File: config.mk
export PLATFORM = sky130hd
export DESIGN_NAME = ctst_seq
export DESIGN_NICKNAME = d
export VERILOG_FILES = /design/src/rtl/ctst_pkg.sv /design/src/rtl/ctst_tick.sv /design/src/rtl/ctst_regs.sv /design/src/rtl/ctst_fsm.sv /design/src/rtl/ctst_seq.sv
export SDC_FILE = /design/constraint.sdc
export NUM_CORES = 1
export LEC_CHECK = 0
export BUFFER_PORTS_ARGS = -buffer_cell sky130_fd_sc_hd__clkbuf_2
export CAP_MARGIN = 20
export CORE_UTILIZATION = 45
export DETAILED_ROUTE_END_ITERATION = 8
export PLACE_DENSITY = 0.7
export SETUP_SLACK_MARGIN = 0.1
export SYNTH_ARGS = -nofsm -noshare
export SYNTH_HDL_FRONTEND = slang
export SYNTH_SLANG_ARGS = --single-unit
File: constraint.sdc
create_clock -name clk -period 2.9 [get_ports clk]
set_input_delay 0.58 -clock clk [delete_from_list [all_inputs] [get_ports clk]]
set_output_delay 0.58 -clock clk [all_outputs]
set_load 0.02 [all_outputs]
File: src/rtl/ctst_pkg.sv
package ctst_pkg;

    localparam int DATA_W = 16;
    localparam int ADDR_W = 3;
    localparam int TAP_W  = 7;
    localparam int THR_W  = 8;
    localparam int LOC_W  = 10;
    localparam int RES_W  = LOC_W + 2;

    typedef enum logic [2:0] {
        PH_IDLE  = 3'd0,
        PH_PRE   = 3'd1,
        PH_PROBE = 3'd2,
        PH_POST  = 3'd3,
        PH_LINK  = 3'd4
    } ctst_phase_e;

    // word addresses
    localparam logic [ADDR_W-1:0] A_CTL  = 3'd0;
    localparam logic [ADDR_W-1:0] A_TIME = 3'd1;
    localparam logic [ADDR_W-1:0] A_PLEN = 3'd2;
    localparam logic [ADDR_W-1:0] A_TAPS = 3'd3;
    localparam logic [ADDR_W-1:0] A_FLT  = 3'd4;
    localparam logic [ADDR_W-1:0] A_RES  = 3'd5;

    // control word bits
    localparam int CTL_GO_BIT   = 15;
    localparam int CTL_DONE_BIT = 1;
    localparam int CTL_FAIL_BIT = 0;

    // timing word layout
    localparam int TM_PRE_LSB  = 0;
    localparam int TM_POST_LSB = 2;
    localparam int TM_AMP_BIT  = 4;

    // defaults
    localparam logic [DATA_W-1:0] PLEN_RST   = 16'd16000;
    localparam logic [TAP_W-1:0]  TAP_LO_RST = 7'd4;
    localparam logic [TAP_W-1:0]  TAP_HI_RST = 7'd36;
    localparam logic [TAP_W-1:0]  OFF_RST    = 7'd4;
    localparam logic [THR_W-1:0]  THR_RST    = 8'd62;

    function automatic int unsigned quiet_ms(input logic [1:0] code);
        case (code)
            2'd0:    return 0;
            2'd1:    return 10;
            2'd2:    return 100;
            default: return 1000;
        endcase
    endfunction

endpackage

File: src/rtl/ctst_tick.sv
module ctst_tick #(
    parameter int CLK_PER_US = 250
) (
    input  logic clk,
    input  logic rst_n,
    input  logic clr,
    output logic tick
);
    localparam int PW = (CLK_PER_US > 1) ? $clog2(CLK_PER_US) : 1;
    localparam logic [PW-1:0] LAST = PW'(CLK_PER_US - 1);

    logic [PW-1:0] pcnt;

    assign tick = (pcnt == LAST);

    always_ff @(posedge clk or negedge rst_n) begin
        if (!rst_n)
            pcnt <= '0;
        else if (clr || tick)
            pcnt <= '0;
        else
            pcnt <= pcnt + 1'b1;
    end
endmodule

File: src/rtl/ctst_regs.sv
module ctst_regs
    import ctst_pkg::*;
(
    input  logic              clk,
    input  logic              rst_n,
    input  logic [ADDR_W-1:0] addr,
    input  logic              wr,
    input  logic [DATA_W-1:0] wdata,
    output logic [DATA_W-1:0] rdata,
    input  logic              busy,
    input  logic              launch,
    input  logic              ev_abort,
    input  logic              ev_done,
    input  logic              ev_capture,
    input  logic [RES_W-1:0]  cap_word,
    output logic              go_pend,
    output logic [1:0]        pre_code,
    output logic [1:0]        post_code,
    output logic              amp_cfg,
    output logic [DATA_W-1:0] probe_len,
    output logic [TAP_W-1:0]  tap_lo,
    output logic [TAP_W-1:0]  tap_hi,
    output logic [TAP_W-1:0]  loc_off,
    output logic [THR_W-1:0]  thresh,
    output logic              done,
    output logic              fail,
    output logic [RES_W-1:0]  result
);
    logic go_accept;

    assign go_accept = wr && (addr == A_CTL) && wdata[CTL_GO_BIT] && !busy;

    // status and result
    always_ff @(posedge clk or negedge rst_n) begin
        if (!rst_n) begin
            go_pend <= 1'b0;
            done    <= 1'b0;
            fail    <= 1'b0;
            result  <= '0;
        end else begin
            if (go_accept) begin
                go_pend <= 1'b1;
                done    <= 1'b0;
                fail    <= 1'b0;
                result  <= '0;
            end else begin
                if (launch)
                    go_pend <= 1'b0;
                if (ev_capture)
                    result <= cap_word;
                if (ev_done)
                    done <= 1'b1;
                if (ev_abort) begin
                    done <= 1'b1;
                    fail <= 1'b1;
                end
            end
        end
    end

    // configuration words
    always_ff @(posedge clk or negedge rst_n) begin
        if (!rst_n) begin
            pre_code  <= 2'd0;
            post_code <= 2'd0;
            amp_cfg   <= 1'b0;
            probe_len <= PLEN_RST;
            tap_lo    <= TAP_LO_RST;
            tap_hi    <= TAP_HI_RST;
            loc_off   <= OFF_RST;
            thresh    <= THR_RST;
        end else if (wr) begin
            case (addr)
                A_TIME: begin
                    pre_code  <= wdata[TM_PRE_LSB +: 2];
                    post_code <= wdata[TM_POST_LSB +: 2];
                    amp_cfg   <= wdata[TM_AMP_BIT];
                end
                A_PLEN: probe_len <= wdata;
                A_TAPS: begin
                    tap_lo <= wdata[0 +: TAP_W];
                    tap_hi <= wdata[8 +: TAP_W];
                end
                A_FLT: begin
                    thresh  <= wdata[0 +: THR_W];
                    loc_off <= wdata[8 +: TAP_W];
                end
                default: ;
            endcase
        end
    end

    // read mux
    always_comb begin
        rdata = '0;
        case (addr)
            A_CTL: begin
                rdata[CTL_GO_BIT]   = go_pend;
                rdata[CTL_DONE_BIT] = done;
                rdata[CTL_FAIL_BIT] = fail;
            end
            A_TIME: begin
                rdata[TM_PRE_LSB +: 2]  = pre_code;
                rdata[TM_POST_LSB +: 2] = post_code;
                rdata[TM_AMP_BIT]       = amp_cfg;
            end
            A_PLEN: rdata = probe_len;
            A_TAPS: begin
                rdata[0 +: TAP_W] = tap_lo;
                rdata[8 +: TAP_W] = tap_hi;
            end
            A_FLT: begin
                rdata[0 +: THR_W] = thresh;
                rdata[8 +: TAP_W] = loc_off;
            end
            A_RES:   rdata[0 +: RES_W] = result;
            default: rdata = '0;
        endcase
    end
endmodule

File: src/rtl/ctst_fsm.sv
module ctst_fsm
    import ctst_pkg::*;
#(
    parameter int US_PER_MS = 1000
) (
    input  logic              clk,
    input  logic              rst_n,
    input  logic              tick,
    input  logic              go_pend,
    input  logic [1:0]        pre_code,
    input  logic [1:0]        post_code,
    input  logic [DATA_W-1:0] probe_len,
    input  logic              amp_cfg,
    input  logic              line_active,
    output ctst_phase_e       state,
    output logic              tick_clr,
    output logic              launch,
    output logic              ev_abort,
    output logic              ev_done,
    output logic              ev_capture,
    output logic              busy,
    output logic              tx_en,
    output logic              amp_sel,
    output logic              forced_link
);
    localparam int MAX_QUIET = 1000 * US_PER_MS;
    localparam int MAX_TICKS = (MAX_QUIET > 65535) ? MAX_QUIET : 65535;
    localparam int CNT_W     = $clog2(MAX_TICKS + 1);

    ctst_phase_e      nxt;
    logic [CNT_W-1:0] cnt;
    logic [CNT_W-1:0] load_val;
    logic             load;
    logic             expire;

    function automatic logic [CNT_W-1:0] quiet_ticks(input logic [1:0] code);
        return CNT_W'(quiet_ms(code) * US_PER_MS);
    endfunction

    assign expire = (cnt == '0) || (tick && (cnt == CNT_W'(1)));

    // state register
    always_ff @(posedge clk or negedge rst_n) begin
        if (!rst_n)
            state <= PH_IDLE;
        else
            state <= nxt;
    end

    // phase timer
    always_ff @(posedge clk or negedge rst_n) begin
        if (!rst_n)
            cnt <= '0;
        else if (load)
            cnt <= load_val;
        else if (tick && (cnt != '0))
            cnt <= cnt - 1'b1;
    end

    // transitions
    always_comb begin
        nxt        = state;
        load       = 1'b0;
        load_val   = '0;
        launch     = 1'b0;
        ev_abort   = 1'b0;
        ev_done    = 1'b0;
        ev_capture = 1'b0;
        unique case (state)
            PH_IDLE, PH_LINK: begin
                if (go_pend) begin
                    nxt      = PH_PRE;
                    load     = 1'b1;
                    load_val = quiet_ticks(pre_code);
                    launch   = 1'b1;
                end
            end
            PH_PRE: begin
                if (line_active) begin
                    nxt      = PH_IDLE;
                    ev_abort = 1'b1;
                end else if (expire) begin
                    nxt      = PH_PROBE;
                    load     = 1'b1;
                    load_val = CNT_W'(probe_len);
                end
            end
            PH_PROBE: begin
                if (expire) begin
                    nxt        = PH_POST;
                    load       = 1'b1;
                    load_val   = quiet_ticks(post_code);
                    ev_capture = 1'b1;
                    ev_done    = 1'b1;
                end
            end
            PH_POST: begin
                if (expire)
                    nxt = PH_LINK;
            end
            default: nxt = PH_IDLE;
        endcase
    end

    assign tick_clr = load;

    // outputs
    always_comb begin
        tx_en       = 1'b0;
        amp_sel     = 1'b0;
        forced_link = 1'b0;
        busy        = 1'b0;
        unique case (state)
            PH_PRE:   busy = 1'b1;
            PH_PROBE: begin
                busy    = 1'b1;
                tx_en   = 1'b1;
                amp_sel = amp_cfg;
            end
            PH_POST:  busy = 1'b1;
            PH_LINK:  forced_link = 1'b1;
            default:  ;
        endcase
    end
endmodule

File: src/rtl/ctst_seq.sv
module ctst_seq
    import ctst_pkg::*;
#(
    parameter int CLK_PER_US = 250,
    parameter int US_PER_MS  = 1000
) (
    input  logic              clk,
    input  logic              rst_n,
    input  logic [ADDR_W-1:0] reg_addr,
    input  logic              reg_wr,
    input  logic [DATA_W-1:0] reg_wdata,
    output logic [DATA_W-1:0] reg_rdata,
    input  logic              line_active,
    input  logic              pk_detect,
    input  logic              pk_sign,
    input  logic [LOC_W-1:0]  pk_loc,
    output logic [2:0]        phase,
    output logic              tx_en,
    output logic              amp_sel,
    output logic              forced_link,
    output logic              test_done,
    output logic              test_fail,
    output logic [TAP_W-1:0]  tap_first,
    output logic [TAP_W-1:0]  tap_last,
    output logic [TAP_W-1:0]  flt_offset,
    output logic [THR_W-1:0]  flt_thresh
);
    logic              tick, tick_clr, launch, busy;
    logic              ev_abort, ev_done, ev_capture, go_pend;
    logic [1:0]        pre_code, post_code;
    logic              amp_cfg;
    logic [DATA_W-1:0] probe_len;
    logic [RES_W-1:0]  res_word;
    logic [RES_W-1:0]  cap_word;
    ctst_phase_e       state;

    assign cap_word = {pk_detect, pk_sign, pk_loc};
    assign phase    = state;

    ctst_tick #(.CLK_PER_US(CLK_PER_US)) u_tick (
        .clk   (clk),
        .rst_n (rst_n),
        .clr   (tick_clr),
        .tick  (tick)
    );

    ctst_regs u_regs (
        .clk        (clk),
        .rst_n      (rst_n),
        .addr       (reg_addr),
        .wr         (reg_wr),
        .wdata      (reg_wdata),
        .rdata      (reg_rdata),
        .busy       (busy),
        .launch     (launch),
        .ev_abort   (ev_abort),
        .ev_done    (ev_done),
        .ev_capture (ev_capture),
        .cap_word   (cap_word),
        .go_pend    (go_pend),
        .pre_code   (pre_code),
        .post_code  (post_code),
        .amp_cfg    (amp_cfg),
        .probe_len  (probe_len),
        .tap_lo     (tap_first),
        .tap_hi     (tap_last),
        .loc_off    (flt_offset),
        .thresh     (flt_thresh),
        .done       (test_done),
        .fail       (test_fail),
        .result     (res_word)
    );

    ctst_fsm #(.US_PER_MS(US_PER_MS)) u_fsm (
        .clk         (clk),
        .rst_n       (rst_n),
        .tick        (tick),
        .go_pend     (go_pend),
        .pre_code    (pre_code),
        .post_code   (post_code),
        .probe_len   (probe_len),
        .amp_cfg     (amp_cfg),
        .line_active (line_active),
        .state       (state),
        .tick_clr    (tick_clr),
        .launch      (launch),
        .ev_abort    (ev_abort),
        .ev_done     (ev_done),
        .ev_capture  (ev_capture),
        .busy        (busy),
        .tx_en       (tx_en),
        .amp_sel     (amp_sel),
        .forced_link (forced_link)
    );
endmodule

==> results of run 1 <==
-- state kept, by name, indices dropped and copies added, names as in the netlist, 3 cells and up --
register,flops
u_regs.loc_off,7
u_fsm.cnt,20
u_regs.probe_len,16
u_regs.result,12
u_fsm.state,3
u_tick.pcnt,8
u_regs.tap_hi,7
u_regs.thresh,8
u_regs.tap_lo,7
-- cell usage after synthesis, types with 3 or more instances --
cell type	instances
a21oi_1	14
a22oi_1	25
a31oi_1	4
and2_1	3
and3_1	6
buf_2	5
clkbuf_1	15
dfrtp_1	81
dfstp_2	15
ha_1	19
inv_1	10
mux2_2	51
mux2i_1	12
nand2_1	60
nand2b_1	5
nand3_1	8
nor2_1	36
nor2b_1	3
nor3_1	15
nor4_1	8
o211ai_1	5
o21ai_0	25
o22ai_1	7
or3_1	5
or4_1	5
xnor2_1	16
xor2_1	8
-- cell families (layout without fill, tap and decap cells) --
group	after synthesis	in the layout	synth area share, %
AOI/OAI and AO/OA	98	98	12.85
muxes	63	63	13.50
and+or+nand+nor	163	163	15.18
xor gates and xnor gates	24	24	4.088
adders and majority gates	19	19	4.623
buffers and inverters	34	134	2.676
DFF	96	96	47.08
-- worst max-delay path by stage --
stage                     slack (ns)                   endpoint                       from
after floorplan                 0.37              reg_rdata[12]                reg_addr[0]
after global placement          0.37              reg_rdata[11]                reg_addr[0]
after detailed placement        0.31              reg_rdata[11]                reg_addr[0]
after global routing            0.13               reg_rdata[6]                reg_addr[0]
final                           0.28  u_fsm.cnt[16]$_DFFE_PN0P_  u_fsm.cnt[12]$_DFFE_PN0P_
after CTS                       0.32              reg_rdata[11]                reg_addr[0]
-- final cells by class --
| type | instances | area [um2] | area share [%] |
|---|---|---|---|
| multi-input combinational | 367 | 2587 | 42.33 |
| sequential | 96 | 2421 | 39.61 |
| timing repair buffer | 107 | 600.6 | 9.826 |
| clock buffer | 9 | 225.2 | 3.685 |
| tap | 140 | 175.2 | 2.866 |
| clock inverter | 7 | 61.31 | 1.003 |
| inverter | 11 | 41.29 | 0.6755 |
-- power groups by stage --
stage	Sequential [uW]	Combinational (uW)	Clock [uW]
5_1_grt	2090	1250	1240
2_1_floorplan	2090	680	0
3_5_place_dp	2070	1130	0
4_1_cts	2050	1140	1180
6_report	2050	1130	1160
3_3_place_gp	2050	1110	0
-- metal layers --
layer / vias up / part of all wire (%) / track usage, % / wire length, um
li1: 1981 / - / - / -
met1: 2113 / 43 / 31.38 / 5724
met2: 167 / 50 / 39.13 / 6552
met3: 20 / 5.6 / 3.228 / 742
met4: 0 / 1.5 / 9.363 / 200
met5: - / 0 / 0 / 0
-- through the flow --
stage,hold WS (ns),power (uW)
final,0.1439,4341
after global routing,0.1667,4579
after CTS,0.1502,4368
after detailed placement,0.4872,3195
after global placement,0.4694,3156
after floorplan,0.2844,2772
==> impl_metrics.ini, run 1 <==
[pwr]
intPower_uw = 2812
ir_drop_mv = 0.3891
power.leakage_uw = 0.002746
powerDensity_nw_per_um2 = 710.2
swShare_pct = 35.23
power_switching_uw = 1529
combPwrFrac_pct = 26.1
clkPwrFrac_pct = 26.6
seqPwrFrac_pct = 47.3

[drt]
firstDrtPassIters = 5
routed_wl_mm = 13.22
drc = 0
wl_per_cell_um = 17.94
vias = 4281
avgViaCountPerCell = 5.809
drtIter0Drc = 340
ant_nets = 0

[timing]
maxSlewHeadroom_pct = 57.50
rsz0062_at_grt = no
finalCritPeriodShare_pct = 90.21
period_needed_ns = 2.616
timing_hold_violations_final = 0
fmax_mhz = 382.3
fin_tns_setup_ns = 0
setup_viol = 0
drv_slew = 0
clock_skew_ns = 0.009621
worstMarginPinSlew_ns = 0.6327
fin_ws_ns = 0.2840

[layout]
fin_cells = 737
diodes = 0
nFillCells = 959
final_common_cell = clkbuf_2
finalInstanceArea_um2 = 6112
utilization_pct = 55.65
final_nets = 646
area_growth_pct = 18.86
drive_gt1_share_pct = 33.00
final_cell_mix = 86 x clkbuf_2, 81 x dfrtp_1, 60 x nand2_1

[synth]
yosysUniqueCellTypes = 52
synthFlopType = dfrtp_1
synth_edf_count = 0
syn_inst = 497
syn_area_per_cell_um2 = 10.35
ys_warn_count = 0
yosys-top-cells-area = dfrtp_1 39%, mux2_2 11%, dfstp_2 7.7%
netlist.top_cell.by_area = dfrtp_1
synth_top_area_share_pct = 39.42
ys_seq_area_share_pct = 47.08
netlist_area_um2 = 5142
ys_seq_elements = 96
async_flop_share_pct = 100.0
synthesis.nets = 551

[worst_setup_path]
crit_type = flop to flop
worst-path-stages = 6
critPathMaxFanout = 6
required_ns = 3.16
slowest_delay_ns = 0.66
startpoint_type = flop
worstPathCellList = or4_1, or3_4, nor3_1, nor4_1, xnor2_1, a22oi_1
slowest_stage = or4_1
worstReg2RegStart = u_fsm.cnt[12]$_DFFE_PN0P_
rr_endpoint = u_fsm.cnt[16]$_DFFE_PN0P_
cp_top_family = simple AND/OR/NAND/NOR gates
worstPathArrival_ns = 2.88
cp_num_buf_inv = 0
rrSetupSlack_ns = 0.28
end_kind = flop
r2r_cells = 6

[place]
place_area_um2 = 5822
port_buffers = 87
dp_cells = 721
dp_slack_ns = 0.3099
gp_congestion = 0.8689
hpwlAfterDp_mm = 9.776

[die]
coreArea_um2 = 10980
fp.dieW_um = 108.9
die_area_um2 = 11860
ios = 88
start_util_pct = 46.82
die_h_um = 108.9
num_rows = 38

[hold_path]
hp-class = input pin to asynchronous set/reset pin

[clock_tree]
cts_made_buffers = 9
cts.sinks = 96
cts_setup_buffers = 0
post_cts_resized = 0
clock_path_buffers = 2
clk_pin_slew_ns = 0.07
cts_hold_buf = 0
clock_latency_ns = 0.35
cts_max_level = 3
cts_tree = built
clockRootBuffer = clkbuf_16

[global_route]
grt_antenna_before_repair = 0
grt_pass1_wl_mm = 21.57
grt_max_degree = 51
grtUsageTotal_pct = 23.68
first_global_vias = 4238
overflow = 0

[run]
drv_cap = 0

[run_status]
outcome = complete, no violations
Power figures use the tool's default switching activity.
==> inputs of run 2 (changes only) <==
Settings changed: CORE_MARGIN set to 3.
==> run 2 against run 1 <==
Critical path depth rose by 1. Cell count stayed put. Utilization is 0.068 points lower. Critical endpoint unchanged. Worst setup slack better by 0.0069 ns. Highest routed layer unchanged. Sequential share of layout area is essentially flat. Power shrank 0.53%. Clock power hardly changed. Sequential cell count unchanged. Routed wire length decreased by 0.70%. First-iteration DRC count fell by 27%. Hold slack better by 0.097 ns.
==> impl_metrics.ini, run 2 (synthesized netlist as in run 1, its figures left out) <==
[die]
die_h_um = 112.9
coreArea_um2 = 10980
ios = 88
start_util_pct = 46.82
die_area_um2 = 12750
num_rows = 38
fp.dieW_um = 112.9

[worst_setup_path]
worstPathArrival_ns = 2.81
worstPathCellList = or4_1, nor3_1, nand3_1, buf_4, o22a_1, a21oi_1, a22oi_1
startpoint_type = flop
required_ns = 3.10
rrSetupSlack_ns = 0.29
crit_type = flop to flop
slowest_stage = or4_1
cp_top_family = simple AND/OR/NAND/NOR gates
critPathMaxFanout = 7
slowest_delay_ns = 0.63
cp_num_buf_inv = 1
end_kind = flop

[clock_tree]
cts.sinks = 96
clock_latency_ns = 0.35
cts_made_buffers = 9
post_cts_resized = 0
clk_pin_slew_ns = 0.07
clock_path_buffers = 2
cts_setup_buffers = 0
clockRootBuffer = clkbuf_16
cts_max_level = 3
cts_hold_buf = 0
cts_tree = built

[pwr]
ir_drop_mv = 0.4740
power.leakage_uw = 0.002745
powerDensity_nw_per_um2 = 707.4

[global_route]
overflow = 0
grt_antenna_before_repair = 0
grt_pass1_wl_mm = 21.99
first_global_vias = 4304
grtUsageTotal_pct = 21.54
grt_max_degree = 52

[drt]
drc = 0
vias = 4137
wl_per_cell_um = 17.81
drtIter0Drc = 249
avgViaCountPerCell = 5.613
ant_nets = 0
firstDrtPassIters = 4
routed_wl_mm = 13.13

[layout]
area_growth_pct = 18.71
finalInstanceArea_um2 = 6105
final_cell_mix = 86 x clkbuf_2, 81 x dfrtp_1, 60 x nand2_1
final_nets = 646
reg.largest.list = u_fsm.cnt: 20 flops, u_regs.probe_len: 16 flops, u_regs.result: 12 flops
final_common_cell = clkbuf_2
diodes = 0
regMostFlops = u_fsm.cnt
drive_gt1_share_pct = 32.83
largest_register_ffs = 20
nFillCells = 998

[timing]
timing_hold_violations_final = 0
drv_slew = 0
fmax_mhz = 383.3
clock_skew_ns = 0.006027
setup_viol = 0
rsz0062_at_grt = no
worstMarginPinSlew_ns = 0.6671
hold_slack_ns = 0.2404
fin_tns_setup_ns = 0
maxSlewHeadroom_pct = 55.33
period_needed_ns = 2.609
finalCritPeriodShare_pct = 89.97

[hold_path]
hp-class = input pin to asynchronous set/reset pin

[place]
gp_congestion = 0.9080
place_area_um2 = 5822
port_buffers = 87
hpwlAfterDp_mm = 9.740

[run]
drv_cap = 0

[run_status]
outcome = complete, no violations
## run 2: per-layer routing
| metal | vias up | GRT usage [%] | wire (um) |
|---|---|---|---|
| met5 | - | 0 | 0 |
| met4 | 0 | 7.452 | 221 |
| met3 | 20 | 4.920 | 570 |
| met2 | 112 | 34.32 | 6362 |
| met1 | 2019 | 29.07 | 5974 |
| li1 | 1986 | - | - |
## run 2: final timing paths
path                                                 from                      endpoint  depth (start not counted)
worst max-delay path            u_fsm.cnt[12]$_DFFE_PN0P_     u_fsm.cnt[16]$_DFFE_PN0P_                          7
min in group clk                                pk_loc[6]  u_regs.result[6]$_DFFE_PN0P_                          3
max in group asynchronous                           rst_n  u_regs.thresh[5]$_DFFE_PN1P_                          2
worst max register to register  u_fsm.cnt[12]$_DFFE_PN0P_     u_fsm.cnt[16]$_DFFE_PN0P_                          7
worst min-delay path                                rst_n      u_tick.pcnt[6]$_DFF_PN0_                          1
worst min register to register   u_tick.pcnt[0]$_DFF_PN0_      u_tick.pcnt[0]$_DFF_PN0_                          1
## run 2: layout make-up
cell class,instances,area (um2),area share [%]
tap,140,175.2,2.869
inverter,11,41.29,0.6764
sequential,96,2421,39.66
multi-input combinational,367,2584,42.32
clock buffer,10,239.0,3.915
clock inverter,6,43.79,0.7174
timing repair buffer,107,600.6,9.838
## run 2: stage by stage
step / utilization [%] / power, uW / setup slack [ns] / std cells
floorplan: - / 2772 / 0.3700 / 497
global placement: 53.01 / 3151 / 0.3150 / 721
detailed placement: 53.01 / 3197 / 0.3015 / 721
CTS: 55.58 / 4345 / 0.2985 / 737
global route: 55.58 / 4565 / 0.1570 / 737
finish: 55.58 / 4318 / 0.2909 / 737
## run 2: power by group
part           switching (uW)  internal (uW)
clock                     530            608
sequential                343           1700
combinational             626            509
==> inputs of run 3 (changes only) <==
Settings changed: PLACE_DENSITY 0.7 to 0.66.
==> run 3 against run 2 <==
Critical path type unchanged. Sequential power about the same. Power increased by 0.25%. Via count increased by 1.2%. Hold slack lost 0.014 ns. Register-to-register slack gained 0.04 ns. Sequential share of layout area hardly changed. Routed wire length up 1.8%. Cell count unchanged. Fmax up 1.5%.
==> impl_metrics.ini, run 3 (synthesized netlist as in run 1, its figures left out) <==
[layout]
final_common_cell = clkbuf_2
fin_cells = 737
final_cell_mix = 86 x clkbuf_2, 81 x dfrtp_1, 60 x nand2_1
drive_gt1_share_pct = 33.33
final_nets = 646
regMostFlops = u_fsm.cnt
area_growth_pct = 18.78
final-seq-area_um2 = 2421
diodes = 0
multi_input_area_um2 = 2591
reg.largest.list = u_fsm.cnt: 20 flops, u_regs.probe_len: 16 flops, u_regs.result: 12 flops
nFillCells = 950
largest_register_ffs = 20

[global_route]
grtUsageTotal_pct = 21.68
overflow = 0
first_global_vias = 4389
grt_antenna_before_repair = 0
grt_pass1_wl_mm = 22.11
grt_max_degree = 57

[place]
hpwlAfterDp_mm = 9.853
dp_cells = 721
port_buffers = 87
dp_slack_ns = 0.2381
gp_congestion = 0.8470

[timing]
finalCritPeriodShare_pct = 88.66
fin_ws_ns = 0.3288
fin_tns_setup_ns = 0
timing_hold_violations_final = 0
clock_skew_ns = 0.006831
setup_viol = 0
fmax_mhz = 388.9
worstMarginPinSlew_ns = 0.6634
period_needed_ns = 2.571
rsz0062_at_grt = no
drv_slew = 0
hold_slack_ns = 0.2264
maxSlewHeadroom_pct = 55.58

[worst_setup_path]
startpoint_type = flop
required_ns = 3.11
cp_top_family = simple AND/OR/NAND/NOR gates
worst-path-stages = 6
crit_type = flop to flop
end_kind = flop
slowest_stage = or4_1
critPathMaxFanout = 19
worstReg2RegStart = u_fsm.cnt[12]$_DFFE_PN0P_
cp_num_buf_inv = 0
rrSetupSlack_ns = 0.33
rr_endpoint = u_fsm.cnt[8]$_DFFE_PN0P_
r2r_cells = 6
worstPathCellList = or4_1, nor3_1, nand3_1, o21a_2, a221oi_2, a22oi_1
worstPathArrival_ns = 2.78
slowest_delay_ns = 0.63

[drt]
routed_wl_mm = 13.36
vias = 4186
avgViaCountPerCell = 5.680
drtIter0Drc = 233
ant_nets = 0
drc = 0
firstDrtPassIters = 4
wl_per_cell_um = 18.13

[die]
num_rows = 38
ios = 88
die_area_um2 = 12750
fp.dieW_um = 112.9
start_util_pct = 46.82
coreArea_um2 = 10980
die_h_um = 112.9

[run]
drv_cap = 0

[pwr]
powerDensity_nw_per_um2 = 708.7
ir_drop_mv = 0.4779
power.leakage_uw = 0.002749

[clock_tree]
clock_path_buffers = 2
clockRootBuffer = clkbuf_16
clk_pin_slew_ns = 0.07
cts_made_buffers = 9
cts_max_level = 3
cts_tree = built
clock_latency_ns = 0.35
cts_hold_buf = 0
cts.sinks = 96

[hold_path]
hp-class = input pin to asynchronous set/reset pin

[run_status]
outcome = complete, no violations
## run 3: cell types whose count changed in the layout (fill, tap and decap cells not counted)
cell	before	now
inv_6	1	3
clkbuf_8	1	0
clkinvlp_4	1	0
nor2_1	36	35
nor2_2	0	1
o21a_1	2	1
o21a_2	0	1
o21ai_1	2	1
o21ai_2	0	1
## run 3: how the worst max path moves through the flow
stage / from / endpoint / slack [ns]
5_1_grt: u_fsm.cnt[12]$_DFFE_PN0P_ / u_fsm.cnt[6]$_DFFE_PN0P_ / 0.16
3_5_place_dp: u_fsm.cnt[12]$_DFFE_PN0P_ / u_fsm.cnt[8]$_DFFE_PN0P_ / 0.24
3_3_place_gp: u_fsm.cnt[12]$_DFFE_PN0P_ / u_fsm.cnt[8]$_DFFE_PN0P_ / 0.32
2_1_floorplan: reg_addr[0] / reg_rdata[12] / 0.37
4_1_cts: u_fsm.cnt[12]$_DFFE_PN0P_ / u_fsm.cnt[8]$_DFFE_PN0P_ / 0.22
6_report: u_fsm.cnt[12]$_DFFE_PN0P_ / u_fsm.cnt[8]$_DFFE_PN0P_ / 0.33
## run 3: layer usage
layer / up-vias / track usage [%] / wire (um) / part of all wire [%]
met4: 0 / 7.612 / 300 / 2.2
li1: 1984 / - / - / -
met5: - / 0 / 0 / 0
met1: 2066 / 28.95 / 6052 / 45
met2: 112 / 35.51 / 6467 / 48
met3: 24 / 4.064 / 540 / 4.0
## run 3: layout make-up
class / count / area share (%)
multi-input cells: 367 / 42.42
flip-flops and latches: 96 / 39.64
repair buffers: 107 / 9.832
clock buffers: 9 / 3.687
well taps: 140 / 2.868
clock inverters: 7 / 0.8808
inverters: 11 / 0.6760
## run 3: metrics by stage
stage	power (uW)	area (um2)	util, %
finish	4329	6108	55.62
floorplan	2772	5142	-
CTS	4351	6101	55.55
global placement	3163	5822	53.01
global route	4566	6108	55.62
detailed placement	3205	5822	53.01
## run 3: repair_timing
action / CTS / global route
resized for setup: 0 / 3
endpoints found under the setup margin: 0 / 6
setup buffers: 0 / 0
## run 3: power by group
| group | switching, uW | internal (uW) | total (uW) |
|---|---|---|---|
| logic | 635 | 510 | 1150 |
| registers | 345 | 1700 | 2050 |
| clock network | 545 | 591 | 1140 |
| total | 1530 | 2800 | 4330 |
